===== src/rtl/wdg_pkg.sv =====
package wdg_pkg;
    localparam int DATA_W       = 8;
    localparam int ADDR_W       = 2;
    localparam int PS_W         = 3;
    localparam int CTL_EN_BIT   = 7;
    localparam int CTL_CLR_BIT  = 5;
    localparam int STS_FLAG_BIT = 7;

    localparam logic [DATA_W-1:0] KEY_BYTE_A = 8'h1E;
    localparam logic [DATA_W-1:0] KEY_BYTE_B = 8'hE1;

    localparam logic [ADDR_W-1:0] ADDR_KEY = 2'd0;
    localparam logic [ADDR_W-1:0] ADDR_CTL = 2'd1;
    localparam logic [ADDR_W-1:0] ADDR_STS = 2'd2;

    typedef enum logic {
        SEQ_IDLE = 1'b0,
        SEQ_HALF = 1'b1
    } seq_e;
endpackage


===== src/rtl/wdg_key_gate.sv =====
module wdg_key_gate
    import wdg_pkg::*;
(
    input  logic              clk,
    input  logic              rst_n,
    input  logic              key_wr,
    input  logic [DATA_W-1:0] key_data,
    output logic              unlocked
);
    typedef struct packed {
        logic locked;
        seq_e seq;
    } gate_t;

    gate_t gate_d, gate_q;
    logic [DATA_W-1:0] want_first;
    logic [DATA_W-1:0] want_second;

    // the opening pair and the closing pair are mirror images
    assign want_first  = gate_q.locked ? KEY_BYTE_A : KEY_BYTE_B;
    assign want_second = gate_q.locked ? KEY_BYTE_B : KEY_BYTE_A;

    always_comb begin
        gate_d = gate_q;
        if (key_wr) begin
            if (gate_q.seq == SEQ_IDLE) begin
                gate_d.seq = (key_data == want_first) ? SEQ_HALF : SEQ_IDLE;
            end else begin
                gate_d.seq = SEQ_IDLE;
                if (key_data == want_second) begin
                    gate_d.locked = ~gate_q.locked;
                end
            end
        end
    end

    always_ff @(posedge clk or negedge rst_n) begin
        if (!rst_n) begin
            gate_q <= '{locked: 1'b1, seq: SEQ_IDLE};
        end else begin
            gate_q <= gate_d;
        end
    end

    assign unlocked = ~gate_q.locked;

    // the lock only moves on a key write
    a_r5_lock_moves_on_key: assert property (@(posedge clk) disable iff (!rst_n)
        (gate_q.locked != $past(gate_q.locked)) |-> $past(key_wr));
    // opening completes on the second byte of the open pair
    a_r3_open_on_second: assert property (@(posedge clk) disable iff (!rst_n)
        $fell(gate_q.locked) |-> ($past(key_data) == KEY_BYTE_B));
    // closing completes on the second byte of the close pair
    a_r4_close_on_second: assert property (@(posedge clk) disable iff (!rst_n)
        $rose(gate_q.locked) |-> ($past(key_data) == KEY_BYTE_A));
endmodule


===== src/rtl/wdg_tick_counter.sv =====
module wdg_tick_counter
    import wdg_pkg::*;
#(
    parameter int BASE_LOG2 = 9
) (
    input  logic            clk,
    input  logic            rst_n,
    input  logic            run,
    input  logic            clr_stb,
    input  logic            tick_en,
    input  logic [PS_W-1:0] ps_sel,
    output logic            expire
);
    localparam int CNT_W = BASE_LOG2 + (1 << PS_W) - 1;
    localparam int SH_W  = $clog2(CNT_W + 1) + 1;

    logic [CNT_W-1:0] cnt_d, cnt_q;
    logic [CNT_W:0]   span;
    logic [CNT_W:0]   span_m1;
    logic [CNT_W-1:0] last;
    logic [SH_W-1:0]  shamt;
    logic             at_end;

    always_comb begin
        shamt   = SH_W'(BASE_LOG2) + SH_W'(ps_sel);
        span    = {{CNT_W{1'b0}}, 1'b1} << shamt;
        span_m1 = span - {{CNT_W{1'b0}}, 1'b1};
        last    = span_m1[CNT_W-1:0];
    end

    // a shortened select during a run ends the period at once
    assign at_end = (cnt_q >= last);
    assign expire = run && !clr_stb && tick_en && at_end;

    always_comb begin
        cnt_d = cnt_q;
        if (!run || clr_stb) begin
            cnt_d = '0;
        end else if (tick_en) begin
            cnt_d = at_end ? '0 : cnt_q + CNT_W'(1);
        end
    end

    always_ff @(posedge clk or negedge rst_n) begin
        if (!rst_n) begin
            cnt_q <= '0;
        end else begin
            cnt_q <= cnt_d;
        end
    end

    a_r12_idle_when_off: assert property (@(posedge clk) disable iff (!rst_n)
        !run |=> (cnt_q == '0));
    a_r8_clear_restarts: assert property (@(posedge clk) disable iff (!rst_n)
        clr_stb |=> (cnt_q == '0));
    a_r7_expire_rewinds: assert property (@(posedge clk) disable iff (!rst_n)
        expire |=> (cnt_q == '0));
endmodule


===== src/rtl/wdg_rst_stretch.sv =====
module wdg_rst_stretch #(
    parameter int RST_CYC = 16
) (
    input  logic clk,
    input  logic rst_n,
    input  logic fire,
    output logic req
);
    localparam int CW = $clog2(RST_CYC + 1);

    logic [CW-1:0] left_d, left_q;

    always_comb begin
        left_d = left_q;
        if (fire) begin
            left_d = CW'(RST_CYC);
        end else if (left_q != '0) begin
            left_d = left_q - CW'(1);
        end
    end

    always_ff @(posedge clk or negedge rst_n) begin
        if (!rst_n) begin
            left_q <= '0;
        end else begin
            left_q <= left_d;
        end
    end

    assign req = (left_q != '0);

    a_r9_req_starts_on_fire: assert property (@(posedge clk) disable iff (!rst_n)
        $rose(req) |-> $past(fire));
    a_r9_fire_raises_req: assert property (@(posedge clk) disable iff (!rst_n)
        fire |=> req);
endmodule


===== src/rtl/wdg_keyed_top.sv =====
module wdg_keyed_top
    import wdg_pkg::*;
#(
    parameter int BASE_LOG2 = 9,
    parameter int RST_CYC   = 16
) (
    input  logic              clk,
    input  logic              rst_n,
    input  logic              tick_en,
    input  logic              bus_wr,
    input  logic [ADDR_W-1:0] bus_addr,
    input  logic [DATA_W-1:0] bus_wdata,
    output logic [DATA_W-1:0] bus_rdata,
    output logic              sys_rst_req
);
    typedef struct packed {
        logic            en;
        logic [PS_W-1:0] ps;
        logic            flag;
    } regs_t;

    regs_t regs_d, regs_q;
    logic  key_wr, ctl_wr, sts_wr;
    logic  unlocked, ctl_ok, clr_stb, expire;

    assign key_wr  = bus_wr && (bus_addr == ADDR_KEY);
    assign ctl_wr  = bus_wr && (bus_addr == ADDR_CTL);
    assign sts_wr  = bus_wr && (bus_addr == ADDR_STS);
    assign ctl_ok  = ctl_wr && unlocked;
    assign clr_stb = ctl_ok && bus_wdata[CTL_CLR_BIT];

    wdg_key_gate u_gate (
        .clk      (clk),
        .rst_n    (rst_n),
        .key_wr   (key_wr),
        .key_data (bus_wdata),
        .unlocked (unlocked)
    );

    wdg_tick_counter #(.BASE_LOG2(BASE_LOG2)) u_cnt (
        .clk     (clk),
        .rst_n   (rst_n),
        .run     (regs_q.en),
        .clr_stb (clr_stb),
        .tick_en (tick_en),
        .ps_sel  (regs_q.ps),
        .expire  (expire)
    );

    wdg_rst_stretch #(.RST_CYC(RST_CYC)) u_stretch (
        .clk   (clk),
        .rst_n (rst_n),
        .fire  (expire),
        .req   (sys_rst_req)
    );

    always_comb begin
        regs_d = regs_q;
        if (ctl_ok) begin
            regs_d.en = bus_wdata[CTL_EN_BIT];
            regs_d.ps = bus_wdata[PS_W-1:0];
        end
        if (expire) begin
            regs_d.en   = 1'b0;
            regs_d.flag = 1'b1;
        end else if (sts_wr && !bus_wdata[STS_FLAG_BIT]) begin
            regs_d.flag = 1'b0;
        end
    end

    always_ff @(posedge clk or negedge rst_n) begin
        if (!rst_n) begin
            regs_q <= '0;
        end else begin
            regs_q <= regs_d;
        end
    end

    always_comb begin
        bus_rdata = '0;
        case (bus_addr)
            ADDR_CTL: begin
                bus_rdata[CTL_EN_BIT] = regs_q.en;
                bus_rdata[PS_W-1:0]   = regs_q.ps;
            end
            ADDR_STS: bus_rdata[STS_FLAG_BIT] = regs_q.flag;
            default:  bus_rdata = '0;
        endcase
    end

    // a timeout disables the watchdog and records the cause
    a_r10_expire_effects: assert property (@(posedge clk) disable iff (!rst_n)
        expire |=> (!regs_q.en && regs_q.flag));
    // the flag only drops through a status write of zero
    a_r11_flag_sticky: assert property (@(posedge clk) disable iff (!rst_n)
        $fell(regs_q.flag) |-> $past(sts_wr && !bus_wdata[STS_FLAG_BIT]));
    // a locked control write leaves the select alone
    a_r2_locked_ignored: assert property (@(posedge clk) disable iff (!rst_n)
        (ctl_wr && !unlocked) |=> $stable(regs_q.ps));
endmodule


===== config.mk =====
export PLATFORM = sky130hd
export DESIGN_NAME = wdg_keyed_top
export DESIGN_NICKNAME = d
export VERILOG_FILES = /design/src/rtl/wdg_pkg.sv /design/src/rtl/wdg_key_gate.sv /design/src/rtl/wdg_tick_counter.sv /design/src/rtl/wdg_rst_stretch.sv /design/src/rtl/wdg_keyed_top.sv
export SDC_FILE = /design/constraint.sdc
export NUM_CORES = 1
export LEC_CHECK = 0
export ABC_CLOCK_PERIOD_IN_PS = 4470
export BUFFER_PORTS_ARGS = -buffer_cell sky130_fd_sc_hd__buf_2
export CORE_UTILIZATION = 55
export DETAILED_ROUTE_END_ITERATION = 8
export PLACE_DENSITY = 0.85
export SKIP_CTS_REPAIR_TIMING = 1
export SLEW_MARGIN = 0
export SYNTH_ARGS = -nofsm -noshare
export SYNTH_HDL_FRONTEND = slang
export SYNTH_SLANG_ARGS = --single-unit
export TNS_END_PERCENT = 30

===== constraint.sdc =====
create_clock -name clk -period 4.47 [get_ports clk]
set_input_delay 0.447 -clock clk [delete_from_list [all_inputs] [get_ports clk]]
set_output_delay 0.447 -clock clk [all_outputs]
set_load 0.05 [all_outputs]

==> qor.txt, run 1 <==
Run status: completed
Cell count after placement: 312
RSZ-0062 raised after global routing: no
Worst Path Required: 4.66 ns
Top_reg_cell synth: dfrtp_1
Count of max-cap constraint violations: 0
Floorplan die area: 4320 µm²
Clock period minus final worst setup slack: 3.50 ns
Combinational Power Share: 37.4%
Portion of netlist area occupied by mux cells: 2.41%
Antenna-violating nets left: 0
Starting density of the core: 59.2%
Asr flop ratio synth: 100%
Worst Setup End Kind: flip-flop
Avg Vias per Cell: 6.34
Maximum fanout encountered on the critical timing path: 23
Instance count of the mapped netlist: 252
Drc violations: 0
Synth-to-Final Area Change: 8.24%
Final design area excluding fillers: 2410 µm²
Buffer type at the clock tree root: clkbuf_8
Post-route worst hold slack: 0.168 ns
Adder-Cell Fraction of Synth Area: 11.8%
Clock latency reported for the late side of the worst-skew pair: 0.28 ns
Routed length on met1: 2180 µm
Type of the tightest min-delay check: input port to async pin
Flip-flop and latch count after synthesis: 28
Clock Path Buffers: 2
Launching element type of the critical path: flip-flop
Routed wire length: 4870 µm
Total power density per cell area: 347 nW/µm²
Filler Cells Inserted: 309
Sequential fraction of the synthesis area: 31.5%
Startpoint of the worst-slack reg-to-reg timing path: regs_q[3]
Die Wd: 65.7 µm
Pin count of the biggest net entering global routing: 29
All-Layer GR Usage: 24.3%
Final count of negative-setup-slack endpoints: 0
Vias in the first global route: 1817
Sequential group share of total power: 38.1%
Total length of routed met2 wires: 2430 µm
Remaining global-route overflow: 0
Die Ht: 65.7 µm
Post-synth EDFFs: 0
Clock network fraction of design power: 24.5%
Number of pins exceeding their max-slew limit in the final report: 0
Number of DRC violations after detailed-routing iteration 0: 208
Max-slew headroom at the worst pin: 30.5%
Actual transition at the worst max-transition pin: 1.03 ns
Number of primary I/O pins: 23
Largest family of logic cells by synthesized area: simple AND/OR/NAND/NOR gates
Top routing layer in use: met4
CP Data Arrival Time: 3.69 ns
Switching power of the nets: 0.325 mW
Number of antenna violations at the first check in global routing: 0
Cell with the most instances after synthesis: dfrtp_1
Diode insertion count for antenna repair: 0
Number of levels in the clock H-tree: 1
Synthesized area per cell: 8.85 µm²
Final sum of negative setup slack: 0 ns
Port buffer count: 18
Post-synthesis compound-gate area fraction: 17.6%
Core area: 3770 µm²
Half-perimeter wire length of the detailed placement result: 3530 µm
Simple-gate share of the synthesized area: 28.4%
Final number of hold-violating endpoints: 0
Top area cells in the synthesized netlist: dfrtp_1 30%, ha_1 12%, nand4_1 4.5%, nand2_1 4.4%, nor2_1 3.9%
Top cell type by total area after synthesis: dfrtp_1
Type of the setup path with the least slack: flip-flop to flip-flop
Post-Route Skew: 0.00324 ns
Synth top area share: 30.3%
Total cell area at the placement stage: 2340 µm²
Ratio of cells with drive above 1 in the final layout: 14.6%
Met3 wire length: 192 µm
Combined area of all synthesized cells: 2230 µm²
Site row count: 22
Number of buffers created by CTS: 3
First-pass GRT wire length: 8170 µm
Unique cell type count in the Yosys netlist: 48
Lkg Pwr: 1.07 nW
Total number of yosys warnings: 0
Via count of the routed design: 2003
Routed length per instance: 15.4 µm
Final period util: 78.2%
Switching Fraction: 38.8%
Length in cells of the worst reg-to-reg path: 12
FMAX: 0.286 GHz
Number of sinks on the clock net: 28
Worst reg-to-reg setup slack: 0.97 ns
Xor-xnor portion of the synthesized cell area: 3.14%
Detailed Routing Iterations Pass 1: 4
Internal power: 0.514 mW
End of the worst register-to-register path: u_cnt.cnt_q[9]
Global placement routability congestion: 0.863
Clock-pin slew on the worst setup and hold paths: 0.10 ns
Non-filler instance count after layout: 316
Nets: 304
Peak ir drop on the vdd network: 262 µV
Top cells by instance count after synthesis: 27 x dfrtp_1, 26 x nand2_1, 23 x nor2_1
CTS tree: done
-- how the worst max path moves through the flow --
stage,slack (ns),to,start,cells after the start
5_1_grt,0.60,u_stretch.left_q[2],regs_q[2],11
3_3_place_gp,1.17,u_stretch.left_q[2],regs_q[2],11
3_5_place_dp,1.04,u_cnt.cnt_q[9],regs_q[3],12
6_report,0.97,u_cnt.cnt_q[9],regs_q[3],12
4_1_cts,0.95,u_cnt.cnt_q[9],regs_q[3],12
2_1_floorplan,1.42,u_cnt.cnt_q[10],regs_q[2],12
-- stage by stage --
stage                     total power [mW]  util (%)  worst slack, ns
after global routing                 0.891      64.0            0.604
after floorplan                      0.564         -             1.42
final                                0.839      64.0            0.973
after global placement               0.616      62.1             1.17
after CTS                            0.839      64.0            0.948
after detailed placement             0.632      62.1             1.04
-- area by class of cell --
class | instances | area (µm²) | area share (%)
Multi-Input combinational cell | 204 | 1430 | 59.1
Clock inverter | 1 | 30.0 | 1.24
Timing Repair Buffer | 21 | 113 | 4.66
Tap cell | 48 | 60.1 | 2.49
Inverter | 11 | 41.3 | 1.71
Clock buffer | 3 | 41.3 | 1.71
Sequential cell | 28 | 702 | 29.1
-- cell usage in the layout, fill, tap and decap left out, drive strengths merged, types with 4 or more instances in the layout --
master,instances
nor4,5
xnor2,7
nand4,17
a41oi,7
inv,11
nor3,11
buf,21
nand3,8
a31oi,10
ha,21
conb,4
a21oi,5
and2,5
nor2,23
nand2,26
o211ai,4
nand4b,5
o21ai,11
dfrtp,27
-- power by group through the flow --
stage	logic [mW]	registers [mW]	clock network, mW
final	0.314	0.319	0.206
after global routing	0.350	0.324	0.217
after CTS	0.315	0.319	0.205
after detailed placement	0.309	0.323	0
after global placement	0.296	0.320	0
after floorplan	0.261	0.302	0
-- cell families (layout without fill, tap and decap cells) --
logic type / after synthesis / in the layout
multiplexers: 5 / 5
AND/OR/NAND/NOR: 116 / 116
other: 1 / 4
adder cells (fa/ha/maj): 21 / 21
XOR/XNOR: 8 / 8
AO/OA/AOI/OAI: 50 / 50
buffers and inverters: 23 / 36
flip-flops: 28 / 28
-- flip-flops by register name, indices dropped and copies added, names as in the netlist --
signal / cells
regs_q: 5
u_cnt.cnt_q: 16
u_stretch.left_q: 5
u_gate.gate_q: 2
-- per-layer routing --
layer,global-route usage [%],vias up
met2,41.1,60
met3,2.95,8
met5,0,-
met4,8.15,0
li1,-,978
met1,31.6,957
-- critical path, stage by stage, from the launching register on --
cell and delay (ns):
dfrtp_1 0.53, inv_1 0.16, ha_1 0.26, a31oi_1 0.24
o21ai_0 0.15, xor2_1 0.18, ha_1 0.30, a21o_1 0.19
a21o_1 0.21, a2111oi_4 0.34, buf_4 0.30, nand3_2 0.21
o311ai_2 0.33
(Power assumes the default switching activity.)
==> inputs of run 2 (changes only) <==
--- a/config.mk
+++ b/config.mk
@@ -5,7 +5,7 @@
 export SDC_FILE = /design/constraint.sdc
 export NUM_CORES = 1
 export LEC_CHECK = 0
-export ABC_CLOCK_PERIOD_IN_PS = 4470
+export ABC_CLOCK_PERIOD_IN_PS = 3660
 export BUFFER_PORTS_ARGS = -buffer_cell sky130_fd_sc_hd__buf_2
 export CORE_UTILIZATION = 55
 export DETAILED_ROUTE_END_ITERATION = 8
==> constraint.sdc (replaced) <==
create_clock -name clk -period 3.66 [get_ports clk]
set_input_delay 0.366 -clock clk [delete_from_list [all_inputs] [get_ports clk]]
set_output_delay 0.366 -clock clk [all_outputs]
set_load 0.05 [all_outputs]
==> run 2 against run 1 <==
Via count rose by 1.9%. Core utilization rose by 0.53 points. Global-route usage rose by 1.4 points. Register-to-register slack got worse by 0.71 ns. Flip-flop and latch count did not move. Fmax rose by 2.8%. First-iteration DRC count fell by 36%. Highest routed layer unchanged.
==> qor.txt, run 2 (same netlist as run 1, synthesis figures left out) <==
Run status: completed
Drc violations: 0
FMAX: 0.294 GHz
Number of pins exceeding their max-slew limit in the final report: 0
First-pass GRT wire length: 8590 µm
Number of levels in the clock H-tree: 1
Core area: 3770 µm²
Synth-to-Final Area Change: 9.14%
Via count of the routed design: 2042
Detailed Routing Iterations Pass 1: 4
Half-perimeter wire length of the detailed placement result: 3670 µm
CP Data Arrival Time: 3.59 ns
Met2 Track Usage GR: 43.1%
Clock latency reported for the late side of the worst-skew pair: 0.28 ns
Die Ht: 65.7 µm
Number of primary I/O pins: 23
Final sum of negative setup slack: 0 ns
Worst Path Required: 3.85 ns
Routing usage on met3: 3.30%
Clock Path Buffers: 2
Clock period minus final worst setup slack: 3.40 ns
Lkg Pwr: 1.07 nW
Highest-utilization routing layer at the global route stage: met2
Remaining global-route overflow: 0
Floorplan die area: 4320 µm²
RSZ-0062 raised after global routing: no
Clock-pin slew on the worst setup and hold paths: 0.10 ns
Avg Vias per Cell: 6.42
Antenna-violating nets left: 0
Number of DRC violations after detailed-routing iteration 0: 133
Number of antenna violations at the first check in global routing: 0
Launching element type of the critical path: flip-flop
Final number of hold-violating endpoints: 0
Crit. Startpoint: regs_q[2]
Combinational Power Share: 40.3%
Sequential group share of total power: 39.6%
Top flop regs: u_cnt.cnt_q: 16 flops, regs_q: 5 flops, u_stretch.left_q: 5 flops
Actual transition at the worst max-transition pin: 0.971 ns
Maximum fanout encountered on the critical timing path: 10
Nets: 306
Startpoint of the worst-slack reg-to-reg timing path: regs_q[2]
Length in cells of the worst reg-to-reg path: 10
All-Layer GR Usage: 25.6%
Cell count after placement: 314
Peak ir drop on the vdd network: 222 µV
Internal power: 0.582 mW
Vias in the first global route: 1920
Global placement routability congestion: 0.872
Type of the setup path with the least slack: flip-flop to flip-flop
Worst Setup End Kind: flip-flop
Number of buffers created by CTS: 3
Count of max-cap constraint violations: 0
Register with the most flip-flops: u_cnt.cnt_q
Type of the tightest min-delay check: input port to async pin
CTS tree: done
Final period util: 92.9%
GRT met1 Usage: 33.6%
Site row count: 22
Flip-flop count of the largest register after layout: 16
Ratio of cells with drive above 1 in the final layout: 16.3%
Port buffer count: 18
Pin count of the biggest net entering global routing: 29
Starting density of the core: 59.2%
Switching Fraction: 40.8%
Post-Route Skew: 0.00217 ns
Total power density per cell area: 404 nW/µm²
Number of sinks on the clock net: 28
Buffer type at the clock tree root: clkbuf_8
Max-slew headroom at the worst pin: 34.4%
Diode insertion count for antenna repair: 0
Leading cell types in the layout, fill and taps excluded: 26 x nand2_1, 26 x dfrtp_1, 23 x nor2_1
Switching power of the nets: 0.401 mW
Die Wd: 65.7 µm
Routed wire length: 5050 µm
Clock network fraction of design power: 20.1%
Routed length per instance: 15.9 µm
Non-filler instance count after layout: 318
Final count of negative-setup-slack endpoints: 0
run 2: final timing paths:
check                                 endpoint  slack (ns)
hold reg to reg                u_cnt.cnt_q[14]        0.53
setup reg to reg                u_cnt.cnt_q[9]        0.26
hold / removal             u_stretch.left_q[4]         0.1
setup / recovery                u_cnt.cnt_q[9]        0.26
min in group clk              u_gate.gate_q[1]        0.27
max in group asynchronous            regs_q[2]        3.11
run 2: cell type report:
cell class	count	area, µm²
Inverter	11	41.3
Timing Repair Buffer	23	128
Fill cell	321	1340
Clock buffer	4	55.1
Tap cell	48	60.1
Sequential cell	28	703
Multi-Input combinational cell	204	1450
run 2: layer usage:
metal / vias to the layer above / part of all wire [%]
met5: - / 0
met4: 0 / 0.83
met3: 7 / 5.0
met2: 70 / 51
met1: 977 / 44
li1: 988 / -
run 2: power by group through the flow:
stage,Clock [mW],Sequential (mW),Combinational [mW]
floorplan,0,0.369,0.319
global placement,0,0.388,0.373
detailed placement,0,0.393,0.386
CTS,0.203,0.388,0.390
global route,0.214,0.401,0.442
finish,0.197,0.390,0.396
run 2: metrics by stage:
step	cell area, µm²	total power [mW]	setup WS [ns]	util [%]	hold WS (ns)
CTS	2410	0.981	0.173	64.0	0.118
detailed placement	2360	0.779	0.208	62.5	0.428
global route	2430	1.06	0.0438	64.6	0.141
finish	2430	0.983	0.259	64.6	0.0975
floorplan	2240	0.688	0.608	-	0.0704
global placement	2360	0.762	0.406	62.5	0.426
run 2: worst max-delay path: stages, from the launching register on:
cell	delay, ns
dfrtp_2	0.48
and2_1	0.22
ha_1	0.26
nand4b_2	0.32
nor2_1	0.16
ha_1	0.23
nand4_1	0.09
nor3_1	0.08
o41ai_4	0.74
nand3_2	0.39
o311ai_2	0.33
